--- src/rtl/clk_src_pkg.sv ---
package clk_src_pkg;
  localparam int REG_W    = 8;
  localparam int DIV_W    = 2;
  localparam int LOW_W    = 5;
  localparam int BIT_XT   = 7;
  localparam int BIT_RSV  = 6;
  localparam int BIT_RC   = 5;
  localparam int N_SBK_EV = 4;

  // low field of the word: bit4 stop, bit3 switchback, bit2 power mgmt, bits1:0 divide
  typedef struct packed {
    logic             stop;
    logic             swb;
    logic             pm;
    logic [DIV_W-1:0] div;
  } low_bits_t;

  localparam low_bits_t LOW_RST = '{stop: 1'b0, swb: 1'b0, pm: 1'b0, div: 2'b01};
endpackage

--- src/rtl/clk_src_rst_sync.sv ---
module clk_src_rst_sync #(
  parameter int STAGES = 2
) (
  input  logic clk,
  input  logic arst_n,
  output logic srst_n
);
  logic [STAGES-1:0] sync_q;
  logic [STAGES-1:0] sync_d;

  always_comb begin
    sync_d = {sync_q[STAGES-2:0], 1'b1};
  end

  always_ff @(posedge clk or negedge arst_n) begin
    if (!arst_n) begin
      sync_q <= '0;
    end else begin
      sync_q <= sync_d;
    end
  end

  assign srst_n = sync_q[STAGES-1];
endmodule

--- src/rtl/clk_src_switch.sv ---
module clk_src_switch #(
  parameter int RC_SETTLE_CYCLES = 4
) (
  input  logic clk,
  input  logic por_n,
  input  logic wr_xt,
  input  logic wr_xt_val,
  input  logic xtal_en,
  input  logic xtal_rdy,
  input  logic rc_en,
  output logic xt_sel,
  output logic rc_mode
);
  localparam int              CNT_W   = $clog2(RC_SETTLE_CYCLES);
  localparam logic [CNT_W-1:0] CNT_MAX = CNT_W'(RC_SETTLE_CYCLES - 1);

  logic [CNT_W-1:0] cnt_q, cnt_d;
  logic             xt_q, xt_d, rc_q, rc_d;
  logic             cnt_upd, xt_upd, rc_upd;
  logic             rc_ok, xtal_ok;

  assign rc_ok   = rc_en && (cnt_q == CNT_MAX);
  assign xtal_ok = xtal_en && xtal_rdy;

  always_comb begin
    cnt_d   = cnt_q;
    cnt_upd = 1'b0;
    if (!rc_en) begin
      cnt_d   = '0;
      cnt_upd = (cnt_q != '0);
    end else if (cnt_q != CNT_MAX) begin
      cnt_d   = cnt_q + 1'b1;
      cnt_upd = 1'b1;
    end
  end

  always_comb begin
    xt_d   = wr_xt_val;
    xt_upd = wr_xt;
  end

  always_comb begin
    rc_d   = rc_q;
    rc_upd = 1'b0;
    if (xt_q && rc_q && xtal_ok) begin
      rc_d   = 1'b0;
      rc_upd = 1'b1;
    end else if (!xt_q && !rc_q && rc_ok) begin
      rc_d   = 1'b1;
      rc_upd = 1'b1;
    end
  end

  always_ff @(posedge clk or negedge por_n) begin
    if (!por_n) begin
      cnt_q <= '0;
      xt_q  <= 1'b0;
      rc_q  <= 1'b1;
    end else begin
      if (cnt_upd) cnt_q <= cnt_d;
      if (xt_upd)  xt_q  <= xt_d;
      if (rc_upd)  rc_q  <= rc_d;
    end
  end

  assign xt_sel  = xt_q;
  assign rc_mode = rc_q;
endmodule

--- src/rtl/clk_src_sbk.sv ---
module clk_src_sbk
  import clk_src_pkg::*;
(
  input  logic swb,
  input  logic pm,
  input  logic ext_irq,
  input  logic uart_rx_fall,
  input  logic uart_rx_en,
  input  logic uart_tx_wr,
  input  logic uart_tx_en,
  input  logic spi_wr,
  input  logic spi_master,
  input  logic spi_tx_en,
  output logic sbk_clr
);
  logic [N_SBK_EV-1:0] ev_raw, ev_qual, ev_hit;

  assign ev_raw  = {spi_wr, uart_tx_wr, uart_rx_fall, ext_irq};
  assign ev_qual = {spi_master & spi_tx_en, uart_tx_en, uart_rx_en, 1'b1};

  for (genvar g = 0; g < N_SBK_EV; g++) begin : g_ev
    assign ev_hit[g] = ev_raw[g] & ev_qual[g];
  end

  assign sbk_clr = swb & pm & (|ev_hit);
endmodule

--- src/rtl/clk_src_low.sv ---
module clk_src_low
  import clk_src_pkg::*;
(
  input  logic            clk,
  input  logic            rst_n,
  input  logic            wr,
  input  logic [LOW_W-1:0] wdata,
  input  logic            ext_irq,
  input  logic            sbk_clr,
  output low_bits_t       q
);
  low_bits_t q_r, d;
  logic      upd;

  always_comb begin
    d = q_r;
    if (wr)      d = low_bits_t'(wdata);
    if (ext_irq) d.stop = 1'b0;
    if (sbk_clr) d.pm   = 1'b0;
    upd = wr | ext_irq | sbk_clr;
  end

  always_ff @(posedge clk or negedge rst_n) begin
    if (!rst_n) begin
      q_r <= LOW_RST;
    end else if (upd) begin
      q_r <= d;
    end
  end

  assign q = q_r;
endmodule

--- src/rtl/clk_src_ctl.sv ---
module clk_src_ctl
  import clk_src_pkg::*;
#(
  parameter int RC_SETTLE_CYCLES = 4,
  parameter int SYNC_STAGES      = 2
) (
  input  logic             clk,
  input  logic             por_n,
  input  logic             rst_n,
  input  logic             wr_en,
  input  logic             rd_en,
  input  logic [REG_W-1:0] wdata,
  input  logic             xtal_en,
  input  logic             xtal_rdy,
  input  logic             rc_en,
  input  logic             ext_irq,
  input  logic             uart_rx_fall,
  input  logic             uart_rx_en,
  input  logic             uart_tx_wr,
  input  logic             uart_tx_en,
  input  logic             spi_wr,
  input  logic             spi_master,
  input  logic             spi_tx_en,
  output logic [REG_W-1:0] rdata,
  output logic             clk_sel_xtal,
  output logic             stop_req,
  output logic             pm_en,
  output logic [DIV_W-1:0] clk_div
);
  logic      por_q_n, rst_all_q_n, rst_all_n;
  logic      xt_sel_q, rc_mode_q, sbk_clr;
  low_bits_t low_q;

  assign rst_all_n = por_n & rst_n;

  clk_src_rst_sync #(.STAGES(SYNC_STAGES)) i_por_sync (
    .clk(clk), .arst_n(por_n), .srst_n(por_q_n)
  );

  clk_src_rst_sync #(.STAGES(SYNC_STAGES)) i_rst_sync (
    .clk(clk), .arst_n(rst_all_n), .srst_n(rst_all_q_n)
  );

  clk_src_switch #(.RC_SETTLE_CYCLES(RC_SETTLE_CYCLES)) i_switch (
    .clk       (clk),
    .por_n     (por_q_n),
    .wr_xt     (wr_en & rst_all_q_n),
    .wr_xt_val (wdata[BIT_XT]),
    .xtal_en   (xtal_en),
    .xtal_rdy  (xtal_rdy),
    .rc_en     (rc_en),
    .xt_sel    (xt_sel_q),
    .rc_mode   (rc_mode_q)
  );

  clk_src_sbk i_sbk (
    .swb          (low_q.swb),
    .pm           (low_q.pm),
    .ext_irq      (ext_irq),
    .uart_rx_fall (uart_rx_fall),
    .uart_rx_en   (uart_rx_en),
    .uart_tx_wr   (uart_tx_wr),
    .uart_tx_en   (uart_tx_en),
    .spi_wr       (spi_wr),
    .spi_master   (spi_master),
    .spi_tx_en    (spi_tx_en),
    .sbk_clr      (sbk_clr)
  );

  clk_src_low i_low (
    .clk     (clk),
    .rst_n   (rst_all_q_n),
    .wr      (wr_en),
    .wdata   (wdata[LOW_W-1:0]),
    .ext_irq (ext_irq),
    .sbk_clr (sbk_clr),
    .q       (low_q)
  );

  always_comb begin
    rdata = '0;
    if (rd_en) begin
      rdata[BIT_XT]      = xt_sel_q;
      rdata[BIT_RSV]     = 1'b0;
      rdata[BIT_RC]      = rc_mode_q;
      rdata[LOW_W-1:0]   = low_q;
    end
  end

  assign clk_sel_xtal = ~rc_mode_q;
  assign stop_req     = low_q.stop;
  assign pm_en        = low_q.pm;
  assign clk_div      = low_q.div;
endmodule

--- config.mk ---
export PLATFORM = sky130hd
export DESIGN_NAME = clk_src_ctl
export DESIGN_NICKNAME = d
export VERILOG_FILES = /design/src/rtl/clk_src_pkg.sv /design/src/rtl/clk_src_rst_sync.sv /design/src/rtl/clk_src_switch.sv /design/src/rtl/clk_src_sbk.sv /design/src/rtl/clk_src_low.sv /design/src/rtl/clk_src_ctl.sv
export SDC_FILE = /design/constraint.sdc
export NUM_CORES = 1
export LEC_CHECK = 0
export ABC_AREA = 1
export BUFFER_PORTS_ARGS = -buffer_cell sky130_fd_sc_hd__buf_2
export CORE_UTILIZATION = 37
export CTS_CLUSTER_DIAMETER = 30
export DETAILED_ROUTE_END_ITERATION = 10
export GPL_TIMING_DRIVEN = 0
export PLACE_DENSITY = 0.84
export SETUP_SLACK_MARGIN = 0.1
export SLEW_MARGIN = 20
export SYNTH_ARGS = -nofsm -noshare
export SYNTH_HDL_FRONTEND = slang
export SYNTH_SLANG_ARGS = --single-unit
--- constraint.sdc ---
create_clock -name clk -period 0.8 [get_ports clk]
set_clock_uncertainty 0.05 [all_clocks]
set_input_delay 0.2 -clock clk [delete_from_list [all_inputs] [get_ports clk]]
set_output_delay 0.2 -clock clk [all_outputs]
set_load 0.01 [all_outputs]
==> metrics.txt, run 1 <==
critical path type=reg2out; failing checks=setup timing; EDFF count, synth=0; CTS sink count=13; largest family of logic cells by synthesized area=simple AND/OR/NAND/NOR gates; chip width=43.0 um; CTS Buf Count=3; synth warn=0; clk_lat worst skew=0.28 ns; largest net degree at the start of global routing=9; crit start category=flop; global route total overflow=0; vias in the first global route=612; CTS tree=built; post-synthesis mux area share=0.0161; Gate Count Post-Synth=77; simple-gate share of the synthesized area=0.220; ANT cells=0; most frequent cells after synthesis=nand2_1, inv_1, dfrtp_1; crit path cell chain=nand2_1 -> inv_2 -> buf_6; Final #Nets=152; Synth area leaders=dfrtp_1, nand2_1, dfstp_2, inv_1, ha_1; H-tree Lvls=1; area of the die=1850 um^2; status=complete, but fails checks; Max Cap Violations=0; post-route ant nets=0; core area=1540 um^2; delay-heaviest family, CP=flip-flops; stages on the worst setup path=3; Setup crit end=rdata[5]; Syn Area/Cell=8.06 um^2; Ports=37; endpoints failing setup=17; worst vdd ir=1.06 mV; Final min period=1.29 ns; Max Slew Vio Count=0; clock tree buffer depth=2; Synth top area share=0.444; clock-pin slew on the worst setup and hold paths=0.08 ns; worst hold path type=reg2async; starting density of the core=0.403; die height=43.0 um; Root Buffer=clkbuf_4; worst path required time=0.55 ns; Placer Congestion=0.726; slowest stage delay, CP=0.55 ns; Tot GR Track Use=0.166; fmax=778 MHz; mapped cell area=621 um^2; synthesis-to-finish area growth=61.7%; FFs w/ async S/R, synth=1.00; Area after DPL=812 um^2; # rows=14; post-synthesis compound-gate area fraction=0.0625; endpoints failing hold=0; post-synthesis xor/xnor area fraction=0; R2R Path End=i_switch.cnt_q[0]; Distinct cells, synth=18; first-pass GRT wire length=2.26 mm; final period utilization=1.61; CP arrival=1.04 ns; final WL=1.39 mm; CP Launch Point=i_switch.rc_mode; RSZ-0062 raised after global routing=true; Tot Pwr=2100 uW; Seq/Total Area, Yosys=0.528; DRT iter0 DRCs=5; DR WL/cell=9.87 um; Most used DFF post-synth=dfrtp_1; power density cells=2090 nW/um^2; DRC Markers=0; Layout fillers=145; initial antenna violation count=0; Worst R2R Path Depth=6; I/O Buffers=32; WP buf/inv=2; Post-DP HPWL=1.00 mm; via count=641; R2R Path Start=i_switch.cnt_q[0]; Worst Setup End Kind=output port; FF+latch count, synth=13; fin area=1000 um^2; Adder-Cell Fraction of Synth Area=0.0403; CP Max Fanout=3; layout cells sized above 1=0.528; post-route setup slack=-0.485 ns; R2R setup slack=-0.32 ns; Leak Pwr=0.000594 uW; CP max-delay cell=dfstp_2; most common cell in the netlist=nand2_1; cell taking the most area after synthesis=dfrtp_1; via/cell ratio=4.55; DR pass1 iterations=4
through the flow:
stage	setup TNS [ns]	hold slack (ns)	cells	setup slack [ns]	utilization
after floorplan	-0.762	-0.146	78	-0.225	-
after global placement	-1.42	-0.0541	126	-0.252	0.527
after detailed placement	-1.63	-0.0539	126	-0.307	0.527
after CTS	-5.20	0.0168	138	-0.476	0.619
after global routing	-6.08	0.0325	141	-0.516	0.651
final	-5.52	0.00884	141	-0.485	0.651
per-layer routing:
layer / share of wire / global-route usage / vias up
li1: - / - / 323
met1: 0.37 / 0.165 / 291
met2: 0.55 / 0.300 / 22
met3: 0.055 / 0.0426 / 5
met4: 0.027 / 0.109 / 0
met5: 0 / 0 / -
worst min path at each step:
| stage | depth (start not counted) | to | slack [ns] | startpoint |
|---|---|---|---|---|
| after detailed placement | 1 | i_por_sync.sync_q[1] | -0.05 | por_n |
| after CTS | 0 | i_switch.cnt_q[1] | 0.02 | i_por_sync.sync_q[1] |
| after floorplan | 0 | i_por_sync.sync_q[0] | -0.15 | por_n |
| after global routing | 0 | i_switch.xt_sel | 0.03 | i_por_sync.sync_q[1] |
| after global placement | 1 | i_por_sync.sync_q[0] | -0.05 | por_n |
| final | 0 | i_switch.xt_sel | 0.009 | i_por_sync.sync_q[1] |
report_power, final:
group	total [uW]	internal [uW]	switching, uW
clock network	416	186	230
logic	795	444	351
registers	891	794	97.0
total	2100	1420	677
registers in the layout, summed over array words and instances, names as in the netlist:
name,count
i_switch.cnt_q,2
i_switch.rc_mode,1
i_rst_sync.sync_q,2
i_por_sync.sync_q,2
i_low.q,5
i_switch.xt_sel,1
area by class of cell:
type                    instances  area (um^2)  share of cell area
flip-flops and latches         13          329               0.328
repair buffers                 43          310               0.309
multi-input cells              48          241               0.241
inverters                      15         56.3              0.0561
clock buffers                   3         22.5              0.0224
well taps                      16         20.0              0.0200
plain buffers                   2         18.8              0.0187
clock inverters                 1         5.00             0.00499
placed cells by master (no fill, tap or decap):
master         synthesis  layout
o21ai_1                1       3
dfstp_2                2       2
o21a_1                 1       1
a21oi_2                0       2
inv_1                 14       7
dfrtp_1               11      10
buf_4                  1       5
nand3_1                2       2
mux2i_1                1       1
clkinv_2               0       1
dfrtp_2                0       1
buf_6                  1      13
nand2_1               27      24
inv_2                  1       8
conb_1                 2       3
nor2_1                 5       5
clkbuf_4               0       3
nand2_2                1       4
buf_2                  0      25
ha_2                   0       2
dlygate4sd3_1          0       2
a31oi_1                1       1
cell families (layout without fill, tap and decap cells):
logic type      Yosys count  in the layout
compound gates            7              7
fa+ha+maj                 2              2
buf+inv                  17             64
flops                    13             13
mux                       1              1
other cells               2              3
simple gates             35             35
timing repair:
| action | CTS | global route |
|---|---|---|
| endpoints found under the hold margin | 4 | 0 |
| hold buffers | 2 | 0 |
| buffers inserted | 6 | 4 |
| resized for setup | 10 | 7 |
| setup endpoints to repair | 19 | 21 |
| gates cloned | 0 | 0 |
| pin swaps | 1 | 7 |
Note: power is estimated with default switching activity, not from simulation.
==> run 2, diff against run 1 <==
--- a/config.mk
+++ b/config.mk
@@ -12,6 +12,7 @@
 export DETAILED_ROUTE_END_ITERATION = 10
 export GPL_TIMING_DRIVEN = 0
 export PLACE_DENSITY = 0.84
+export REMOVE_ABC_BUFFERS = 1
 export SETUP_SLACK_MARGIN = 0.1
 export SLEW_MARGIN = 20
 export SYNTH_ARGS = -nofsm -noshare
==> constraint.sdc (replaced) <==
create_clock -name clk -period 1.05 [get_ports clk]
set_clock_uncertainty 0.05 [all_clocks]
set_input_delay 0.2625 -clock clk [delete_from_list [all_inputs] [get_ports clk]]
set_output_delay 0.2625 -clock clk [all_outputs]
set_load 0.01 [all_outputs]
==> run 2 against run 1 <==
The run still ends with setup timing left. Critical path type unchanged. Largest power group unchanged. Combinational power is 44% lower. Sequential power fell by 24%. Critical endpoint unchanged. Highest routed layer unchanged. First-iteration DRC count grew 60%. Setup slack improved by 0.19 ns. Global-route usage is 1.4 points lower. Hold slack better by 0.0038 ns. Sequential share of layout area up 4.2 points.
==> metrics.txt, run 2 (synthesized netlist as in run 1, its figures left out) <==
Placer Congestion=0.693 (-4.5%); critical path type=reg2out; Ports=37 (unchanged); Root Buffer=clkbuf_4; highest-count cells in the layout ignoring fill and taps=buf_2, nand2_1, inv_1; area of the die=1850 um^2 (unchanged); endpoints failing hold=0 (unchanged); Max Slew Vio Count=0 (unchanged); DR pass1 iterations=4 (unchanged); Post-DP HPWL=1.07 mm (+6.8%); crit start category=flop; final period utilization=1.28; endpoints failing setup=14 (-3); Setup TNS Final=-2.07 ns (+3.46 ns); failing checks=setup timing; final WL=1.33 mm (-4.6%); CTS tree=built; DRC Markers=0 (unchanged); clock tree buffer depth=2 (unchanged); # rows=14 (unchanged); initial antenna violation count=0 (unchanged); clk_lat worst skew=0.26 ns (-0.02 ns); worst vdd ir=1.23 mV (+16%); die height=43.0 um (unchanged); Tot Pwr=1420 uW (-32%); H-tree Lvls=1 (unchanged); DRT iter0 DRCs=8 (+3); Final #Nets=147 (-3.3%); synthesis-to-finish area growth=42.7%; ANT cells=0 (unchanged); Worst R2R Path Depth=6 (unchanged); global route total overflow=0 (unchanged); RSZ-0062 raised after global routing=true; Tot GR Track Use=0.152 (-0.0140); CTS Buf Count=3 (unchanged); vias in the first global route=552 (-9.8%); first-pass GRT wire length=2.10 mm (-6.7%); via count=583 (-9.0%); starting density of the core=0.403 (unchanged); largest net degree at the start of global routing=9 (unchanged); status=complete, but fails checks; Leak Pwr=0.000563 uW (-5.2%); Max Cap Violations=0 (unchanged); worst path required time=0.74 ns (+0.19 ns); CTS sink count=13 (unchanged); post-route ant nets=0 (unchanged); max reg flops=5 (unchanged); post-route setup slack=-0.292 ns (+0.193 ns); core area=1540 um^2 (unchanged); commonest non-fill, non-tap cell in the layout=buf_2; layout cells sized above 1=0.408 (-0.120); Layout fillers=143 (-1.4%); I/O Buffers=33 (+3.1%); power density cells=1610 nW/um^2 (-23%); clock-pin slew on the worst setup and hold paths=0.08 ns (about the same); CP arrival=1.03 ns (about the same); CP Max Fanout=4 (+1); chip width=43.0 um (unchanged); Final min period=1.34 ns; DR WL/cell=9.76 um (-1.1%); Worst Setup End Kind=output port; fmax=745 MHz; worst hold path type=reg2async; via/cell ratio=4.29 (-5.7%)
-- run 2: cell types whose count changed in the layout (fill, tap and decap cells not counted), sizes merged --
cell	before	now
buf	43	38
-- run 2: final timing paths --
kind / slack, ns / endpoint / startpoint
setup / recovery: -0.29 / rdata[5] / i_switch.rc_mode
hold / removal: 0.01 / i_switch.cnt_q[0] / i_por_sync.sync_q[1]
setup reg to reg: -0.05 / i_switch.cnt_q[0] / i_switch.cnt_q[1]
hold reg to reg: 0.01 / i_switch.cnt_q[0] / i_por_sync.sync_q[1]
max in group asynchronous: 0.44 / i_rst_sync.sync_q[1] / por_n
min in group clk: 0.14 / i_low.q[0] / wdata[0]
-- run 2: repair_timing --
action	CTS	global route
buffers inserted	4	1
hold buffers	2	0
resized for setup	3	2
pin swaps	2	1
hold endpoints to repair	4	0
endpoints found under the setup margin	15	15
-- run 2: critical path, stage by stage (launching register included) --
cell	delay (ns)
dfstp_2	0.56
nand2_1	0.05
inv_1	0.04
buf_2	0.11
-- run 2: final cells by class --
| cell class | count | area (um^2) | share of cell area |
|---|---|---|---|
| Sequential cell | 13 | 328 | 0.370 |
| Tap cell | 16 | 20.0 | 0.0226 |
| Multi-Input combinational cell | 48 | 228 | 0.257 |
| Clock buffer | 3 | 22.5 | 0.0254 |
| Timing Repair Buffer | 40 | 226 | 0.256 |
| Clock inverter | 1 | 5.00 | 0.00565 |
| Inverter | 15 | 56.3 | 0.0636 |
-- run 2: power by group --
part           total [uW]  switching, uW  internal (uW)
Clock                 295            155            141
Sequential            681           76.4            605
Combinational         449            224            224
-- run 2: metal layers --
metal  GRT usage  vias to the layer above  part of all wire
met5           0                        -                 0
met4      0.0545                        0            0.0060
met3      0.0298                        2             0.037
met2       0.276                       15              0.56
met1       0.177                      260              0.40
li1            -                      306                 -
-- run 2: per-stage QoR --
step / utilization / hold WS, ns / setup WS [ns] / std cells / instance area, um^2
floorplan: - / -0.0831 / -0.0286 / 76 / 606
global placement: 0.513 / 0.00621 / -0.0579 / 125 / 791
detailed placement: 0.513 / 0.0101 / -0.112 / 125 / 791
CTS: 0.565 / 0.0206 / -0.302 / 135 / 871
global route: 0.575 / 0.0394 / -0.345 / 136 / 886
finish: 0.575 / 0.0126 / -0.292 / 136 / 886
